===== src/rtl/kbc_pwr_pkg.sv =====
package kbc_pwr_pkg;
    typedef enum logic [1:0] {
        PS_RUN    = 2'd0,
        PS_SOFT   = 2'd1,
        PS_HARD   = 2'd2,
        PS_SETTLE = 2'd3
    } pstate_e;

    localparam logic [1:0] CAUSE_CONT = 2'b00;
    localparam logic [1:0] CAUSE_IRQ  = 2'b01;
    localparam logic [1:0] CAUSE_RST  = 2'b10;

    function automatic logic [1:0] wake_cause(input logic rst, input logic irq_en);
        if (rst) begin
            return CAUSE_RST;
        end
        return irq_en ? CAUSE_IRQ : CAUSE_CONT;
    endfunction
endpackage


===== src/rtl/kbc_settle_timer.sv =====
module kbc_settle_timer #(
    parameter int CNT_W       = 11,
    parameter int DEF_SETTLE  = 1024
) (
    input  logic             clk,
    input  logic             rst_n,
    input  logic             start,
    input  logic [CNT_W-1:0] len,
    output logic             done
);
    localparam logic [CNT_W-1:0] DEF_LEN = CNT_W'(DEF_SETTLE);
    localparam logic [CNT_W-1:0] ONE     = CNT_W'(1);

    typedef struct packed {
        logic             active;
        logic [CNT_W-1:0] cnt;
    } tmr_t;

    tmr_t tmr_d, tmr_q;
    logic [CNT_W-1:0] len_eff;

    always_comb begin
        len_eff = (len == '0) ? DEF_LEN : len;
        tmr_d   = tmr_q;
        if (start) begin
            tmr_d.active = 1'b1;
            tmr_d.cnt    = len_eff;
        end else if (tmr_q.active) begin
            if (tmr_q.cnt == ONE) begin
                tmr_d.active = 1'b0;
            end else begin
                tmr_d.cnt = tmr_q.cnt - ONE;
            end
        end
    end

    always_ff @(posedge clk or negedge rst_n) begin
        if (!rst_n) begin
            tmr_q <= '0;
        end else begin
            tmr_q <= tmr_d;
        end
    end

    assign done = tmr_q.active && (tmr_q.cnt == ONE);
endmodule


===== src/rtl/kbc_pwr_fsm.sv =====
module kbc_pwr_fsm
    import kbc_pwr_pkg::*;
(
    input  logic       clk,
    input  logic       rst_n,
    input  logic       halt_req,
    input  logic       stop_req,
    input  logic       core_rst,
    input  logic       host_wr,
    input  logic       ibf_irq_en,
    input  logic       tmr_done,
    output logic       tmr_start,
    output pstate_e    state,
    output logic       pulse,
    output logic [1:0] cause
);
    typedef struct packed {
        pstate_e    state;
        logic       pulse;
        logic [1:0] cause;
    } fsm_t;

    fsm_t fsm_d, fsm_q;
    logic wake;

    always_comb begin
        fsm_d       = fsm_q;
        fsm_d.pulse = 1'b0;
        tmr_start   = 1'b0;
        wake        = core_rst || host_wr;
        unique case (fsm_q.state)
            PS_RUN: begin
                if (!core_rst) begin
                    if (stop_req) begin
                        fsm_d.state = PS_HARD;
                    end else if (halt_req) begin
                        fsm_d.state = PS_SOFT;
                    end
                end
            end
            PS_SOFT: begin
                if (wake) begin
                    fsm_d.state = PS_RUN;
                    fsm_d.pulse = 1'b1;
                    fsm_d.cause = wake_cause(core_rst, ibf_irq_en);
                end
            end
            PS_HARD: begin
                if (wake) begin
                    fsm_d.state = PS_SETTLE;
                    fsm_d.cause = wake_cause(core_rst, ibf_irq_en);
                    tmr_start   = 1'b1;
                end
            end
            PS_SETTLE: begin
                if (core_rst) begin
                    fsm_d.cause = CAUSE_RST;
                end
                if (tmr_done) begin
                    fsm_d.state = PS_RUN;
                    fsm_d.pulse = 1'b1;
                end
            end
            default: fsm_d.state = PS_RUN;
        endcase
    end

    always_ff @(posedge clk or negedge rst_n) begin
        if (!rst_n) begin
            fsm_q <= '{state: PS_RUN, pulse: 1'b0, cause: CAUSE_CONT};
        end else begin
            fsm_q <= fsm_d;
        end
    end

    assign state = fsm_q.state;
    assign pulse = fsm_q.pulse;
    assign cause = fsm_q.cause;
endmodule


===== src/rtl/kbc_pwr_ctrl.sv =====
module kbc_pwr_ctrl
    import kbc_pwr_pkg::*;
#(
    parameter int CNT_W      = 11,
    parameter int DEF_SETTLE = 1024
) (
    input  logic             clk,
    input  logic             rst_n,
    input  logic             halt_req,
    input  logic             stop_req,
    input  logic             core_rst,
    input  logic             host_wr,
    input  logic             ibf_irq_en,
    input  logic [CNT_W-1:0] settle_len,
    output logic             stall,
    output logic             osc_en,
    output logic             resume_vld,
    output logic [1:0]       resume_cause,
    output logic             restart_zero
);
    logic    tmr_start;
    logic    tmr_done;
    pstate_e state;
    logic    pulse;
    logic [1:0] cause;

    kbc_pwr_fsm u_fsm (
        .clk        (clk),
        .rst_n      (rst_n),
        .halt_req   (halt_req),
        .stop_req   (stop_req),
        .core_rst   (core_rst),
        .host_wr    (host_wr),
        .ibf_irq_en (ibf_irq_en),
        .tmr_done   (tmr_done),
        .tmr_start  (tmr_start),
        .state      (state),
        .pulse      (pulse),
        .cause      (cause)
    );

    kbc_settle_timer #(
        .CNT_W      (CNT_W),
        .DEF_SETTLE (DEF_SETTLE)
    ) u_tmr (
        .clk   (clk),
        .rst_n (rst_n),
        .start (tmr_start),
        .len   (settle_len),
        .done  (tmr_done)
    );

    assign stall        = (state != PS_RUN);
    assign osc_en       = (state != PS_HARD);
    assign resume_vld   = pulse;
    assign resume_cause = cause;
    assign restart_zero = pulse && (cause == CAUSE_RST);
endmodule


===== config.mk =====
export PLATFORM = sky130hd
export DESIGN_NAME = kbc_pwr_ctrl
export DESIGN_NICKNAME = d
export VERILOG_FILES = /design/src/rtl/kbc_pwr_pkg.sv /design/src/rtl/kbc_settle_timer.sv /design/src/rtl/kbc_pwr_fsm.sv /design/src/rtl/kbc_pwr_ctrl.sv
export SDC_FILE = /design/constraint.sdc
export NUM_CORES = 1
export LEC_CHECK = 0
export BUFFER_PORTS_ARGS = -buffer_cell sky130_fd_sc_hd__clkbuf_2
export CAP_MARGIN = 20
export CORE_UTILIZATION = 40
export DETAILED_ROUTE_END_ITERATION = 8
export SETUP_SLACK_MARGIN = 0.3
export SLEW_MARGIN = 20
export SYNTH_ARGS = -nofsm -noshare
export SYNTH_HDL_FRONTEND = slang
export SYNTH_SLANG_ARGS = --single-unit

===== constraint.sdc =====
create_clock -name clk -period 1.8 [get_ports clk]
set_input_delay 0.18 -clock clk [delete_from_list [all_inputs] [get_ports clk]]
set_output_delay 0.18 -clock clk [all_outputs]
set_load 0.005 [all_outputs]

# --- Word level (Yosys, flattened, before mapping) ---
# Cells that the tools add are included.
totals:
  inputBits: 18
  register_bits: 17
  output_inout_bits: 6
  elab_cells: 55
classes:
  n_mux: 25
  n_addsub: 1
  n_eq_ne: 13
  reduce_logical: 11
ops:
  columns: ["operator", "n"]
  rows:
  - ["2-to-1 mux 12 bit", 2]
  - ["2-to-1 mux 11 bit", 2]
  - ["2-to-1 mux 2 bit", 8]
  - ["equality test 11 x 1 -> 1 bit, second input constant", 1]
  - ["zero test 11 bit", 1]
  - ["subtractor 11 x 1 -> 11 bit, second input constant", 1]
  - ["!= test 2 bit, second input constant", 5]
  - ["2-to-1 mux 1 bit", 8]
  - ["one-hot mux 2 bit (4 select lines)", 1]
  - ["equality test 2 bit, second input constant", 3]
  - ["one-hot mux 2 bit (3 select lines)", 1]
  - ["2-to-1 mux 5 bit", 1]
  - ["AND reduction 5 bit", 1]
  - ["!= test 2 x 1 -> 1 bit, second input constant", 2]
  - ["AND reduction 4 bit", 1]
  - ["nonzero test 2 bit", 2]
  - ["2-to-1 mux 3 bit", 1]
  - ["!= test 3 bit, second input constant", 1]
  - ["nonzero test 3 bit", 1]
  - ["equality test 2 x 1 -> 1 bit, second input constant", 1]
  - ["logical AND 1 bit", 2]
  - ["zero test 2 bit", 1]
  - ["one-hot mux 1 bit (2 select lines)", 1]
  - ["AND reduction 2 bit", 1]
  - ["logical OR 1 bit", 1]

# --- Longest topological paths before layout ---
logic_depth:
  depth_word: 6
  mapped_depth: 7

# --- By module ---
# Synthesis repeated with hierarchy kept, for this count alone.
hier_totals:
  hier_cells: 124
  hier_area_um2: 1111.1
modules_own_cells:
  columns: ["module", "seq_area_each_um2", "instances", "cells_each", "area_per_inst_um2"]
  rows:
  - ["kbc_settle_timer", 300.3, 1, 87, 772.0]
  - ["kbc_pwr_fsm", 125.1, 1, 34, 317.8]
  - ["kbc_pwr_ctrl", 0.0, 1, 3, 21.3]

# --- Worst setup path before layout ---
# Ideal clock, no wire load.
synth_path:
  kind: "register to register"
  from: "reg u_tmr.tmr_q[1] (netlist name)"
  to: "reg u_tmr.tmr_q[0] (netlist name)"
  path_stages_with_launch: 8
  setup_slack_ns: -0.040
  required_ns: 1.666
  n_path_buf: 1
  arrival_time_ns: 1.706
  synth_period_minus_slack_ns: 1.840
  setup_time_ns: 0.134
  cell_sequence: "dfrtp_1 inv_1 ha_1 or4b_1 buf_2 o41ai_4 xnor2_1 o21ai_1"
synth_between:
  elab_chain_cells: 3
synth_rtl:
  columns: ["item", "line", "rtl"]
  rows:
  - ["start: declaration", "kbc_settle_timer.sv:19", "tmr_t tmr_d, tmr_q;"]
  - ["start signal: assignment", "kbc_settle_timer.sv:41", "tmr_q <= tmr_d;"]
  - ["equality test 11 x 1 -> 1 bit", "kbc_settle_timer.sv:29", "if (tmr_q.cnt == ONE) begin"]
  - ["!= test 2 bit (no line)", null, null]
  - ["AND reduction 2 bit (no line)", null, null]
# Every way passes these cells.
# A chain may end at the register's enable or synchronous reset.

# --- Final worst setup path ---
# Ends and elaborated chain as after synthesis.

==> summary.md <==
| Metric | Value |
|---|---|
| Sw Share | `0.4370` |
| Top delay family on crit path | `simple AND/OR/NAND/NOR gates` |
| Crit path largest cell delay | `530 ps` |
| Worst R2R End | `u_tmr.tmr_q[0]$_DFFE_PN0P_` |
| Ys flop type | `dfrtp_1` |
| FF-to-FF setup slack | `-20 ps` |
| I/O Buffers | `23` |
| Initial Util | `0.4396` |
| WL final | `just under 3 mm` |
| Die Y-Extent | `roughly 55 microns` |
| Clock Tree Buf Depth | `2` |
| Crit path kind | `flip-flop to flip-flop` |
| Leak pwr | `0.6784 nW` |
| Number of fill cells | `230` |
| DIE WIDTH | `55.12 microns` |
| Drt via density | `about 5.6` |
| Largest net degree at the start of global routing | `18` |
| PnR Total Power | `0.002345 W` |
| Post-Route Utilization | `0.6106` |
| Synth top area cells | `dfrtp_1, ha_1, nor2_1` |
| Period utilisation layout | `1.010` |
| Failing checks | `negative setup slack` |
| Slew Limit Headroom | `0.6209` |
| Htree depth | `1` |
| Bufs and invs on worst path | `1` |
| Largest area contributor in the netlist | `dfrtp_1` |
| Hold depth | `3` |
| Post-Synthesis Cells | `between 100 and 150` |
| Post-route DRC | `0` |
| Final Setup Violations | `2` |
| CP endpoint kind | `flip-flop` |
| Vias | `approximately 1,100` |
| Fin worst setup slack | `-17.76 ps` |
| Leading cell type in the layout, fill and taps excluded | `clkbuf_2` |
| Total die area | `0.003038 sq mm` |
| 1st-pass router iterations | `4` |
| Nets@finish | `between 150 and 200` |
| Slew Limit Fails | `0` |
| CTS buffer count | `3` |
| Core Area | `0.002567 sq mm` |
| Crit Path Max Fanout | `6` |
| Internal Power | `0.001320 W` |
| Pwr Density | `1496 mW/mm^2` |
| Detailed placement HPWL | `between 2 and 2.5 mm` |
| First-pass GRT wire length | `roughly 4.6 mm` |
| Avg Synthesized Cell Area | `approximately 9 sq um` |
| VDD IR max | `between 0.9 and 1 mV` |
| Unique masters post-synth | `39` |
| Drt first-iter violations | `30` |
| Mapped Area | `0.001129 sq mm` |
| Sequential fraction of design power | `0.320` |
| Grt met3 use | `0.02459` |
| Hold Path Origin | `settle_len[0]` |
| RD Place Congestion | `0.8178` |
| Antenna diodes | `0` |
| Post-synth ARST share | `1.000` |
| CP Cell Sequence | `inv_2 > ha_4 > or4b_4 > o41ai_4 > xnor2_1 > o21ai_1` |
| Reg2reg start | `u_tmr.tmr_q[1]$_DFFE_PN0P_` |
| Area Overhead vs Synth | `38.91%` |
| CP required | `1980 ps` |
| Setup TNS | `-20.37 ps` |
| Max frequency | `around 550 MHz` |
| Yosys reg bits | `17` |
| WL/cell | `14.82 microns` |
| Class of the tightest hold or removal check | `input port to flip-flop` |
| I/O pin count | `24` |
| Clock sinks | `17` |
| Worst-Margin Slew | `554.3 ps` |
| MaxCap Viol Count | `0` |
| Highest-count cells in the layout ignoring fill and taps | `clkbuf_2, nor2_1, dfrtp_1` |
| Layout cells sized above 1 | `0.3976` |
| Grt met1 use | `0.3103` |
| CTS tree | `yes` |
| CP max-delay cell | `or4b_4` |
| Share of the synthesized area in the top cell type | `0.3769` |
| Clk_lat worst skew | `roughly 290 ps` |
| Clk pwr share | `0.089` |
| Seq/Total Area, Yosys | `0.3769` |
| Endpoints failing hold | `0` |
| CTS root buffer | `clkbuf_4` |
| Worst Setup Start Kind | `flip-flop` |
| Vias in the first global route | `1,038` |
| GR peak layer | `met2` |
| Cell Rows | `18` |
| RSZ-0062 raised after global routing | `yes` |
| Antenna viol nets, final | `0` |
| Run status | `finished, violations left` |
| Crit path DAT | `2000 ps` |
| Synth warnings | `0` |
| R2R cell count | `6` |
| GR Util met2 | `0.3494` |
| Post-Syn Nets | `152` |
| EDFF count, synth | `0` |
| Logic pwr share | `0.591` |
| NetSw | `approximately 0.001 W` |
| Total GRT Usage | `0.2195` |
| Hold endpoint | `u_tmr.tmr_q[0]$_DFFE_PN0P_` |
| Register clock-pin slew on the reported worst setup and hold paths | `100 ps` |
| Final period demand of the worst path | `1818 ps` |
| Grt total ovfl | `0` |
| Initial antenna violation count | `0` |
| Skew final | `~4.4 ps` |
[stage by stage]
stage	hold slack, ps	worst slack (ps)	instance area, sq um	cells
floorplan	-115.6	49.21	1182	127
global placement	137.9	70.39	1409	187
detailed placement	144.5	-15.70	1409	187
CTS	95.91	-0.7583	1543	195
global route	134.6	-97.47	1568	196
finish	125.1	-17.76	1568	196
[metal layers]
metal,vias up,share of wire
met5,-,0
met4,0,0.0079
met3,4,0.032
met2,25,0.46
met1,520,0.50
li1,554,-
[kinds of logic (layout without fill, tap and decap cells)]
family,count (synthesis),count (layout),share of synthesized area
DFF,17,17,0.3769
AOI/OAI and AO/OA,34,34,0.2151
xor gates and xnor gates,2,2,0.01552
buffers and inverters,14,53,0.04878
and+or+nand+nor,49,49,0.2306
muxes,4,4,0.03548
adders and majority gates,7,7,0.07760
[worst reg2reg max path, delay by kind of cell (launching register included)]
kind	cells	cell delay (ps)
buffers and inverters	1	90
flip-flops	1	420
XOR/XNOR	1	170
adder cells (fa/ha/maj)	1	120
AO/OA/AOI/OAI	2	390
AND/OR/NAND/NOR	1	530
[Yosys cell counts, drive strengths merged, types with 2 or more instances]
master and instances:
o21ai 8, a31oi 4, inv 9, clkbuf 3, nor3 3, dfrtp 17
buf 2, nand4 2, a21oi 8, o31ai 2, nor4 4, ha 7
nand3 2, nand2 9, mux2i 4, or3 3, o41ai 2, nor2 16
or4 4, nor3b 2
[flip-flops by register name (all words and copies together) (netlist names)]
register     cells
u_tmr.tmr_q     12
u_fsm.cause      2
u_fsm.state      2
u_fsm.pulse      1
[power by group through the flow]
| stage | sequential [W] | clock, W | combinational (W) |
|---|---|---|---|
| 6_report | 0.000751 | 0.000208 | 0.00139 |
| 5_1_grt | 0.000773 | 0.000236 | 0.00153 |
| 4_1_cts | 0.000740 | 0.000216 | 0.00136 |
| 3_5_place_dp | 0.000727 | 0 | 0.00119 |
| 3_3_place_gp | 0.000719 | 0 | 0.00117 |
| 2_1_floorplan | 0.000739 | 0 | 0.000735 |
[how the worst max path moves through the flow]
stage | start | end | slack [ps] | depth (start not counted)
global placement | u_tmr.tmr_q[7]$_DFFE_PN0P_ | u_tmr.tmr_q[0]$_DFFE_PN0P_ | 70 | 4
floorplan | u_tmr.tmr_q[1]$_DFFE_PN0P_ | u_tmr.tmr_q[0]$_DFFE_PN0P_ | 50 | 7
global route | u_tmr.tmr_q[1]$_DFFE_PN0P_ | u_tmr.tmr_q[0]$_DFFE_PN0P_ | -100 | 6
CTS | u_tmr.tmr_q[1]$_DFFE_PN0P_ | u_tmr.tmr_q[0]$_DFFE_PN0P_ | -0.8 | 6
finish | u_tmr.tmr_q[1]$_DFFE_PN0P_ | u_tmr.tmr_q[0]$_DFFE_PN0P_ | -20 | 6
detailed placement | u_tmr.tmr_q[1]$_DFFE_PN0P_ | u_tmr.tmr_q[10]$_DFFE_PN0P_ | -20 | 7
[repair_timing]
item,CTS,global route
pin swaps,9,6
endpoints found under the hold margin,17,0
hold buffers,1,0
setup buffers,3,1
setup endpoints to repair,16,17
gates resized for setup,16,6
[area by class of cell]
type,instances,area (sq um),share of cell area
clock buffers,4,26.28,0.01676
repair buffers,40,261.5,0.1668
well taps,30,37.54,0.02394
inverters,9,33.78,0.02155
flip-flops and latches,17,426.7,0.2721
multi-input cells,96,782.0,0.4988
(Power assumes the default switching activity.)
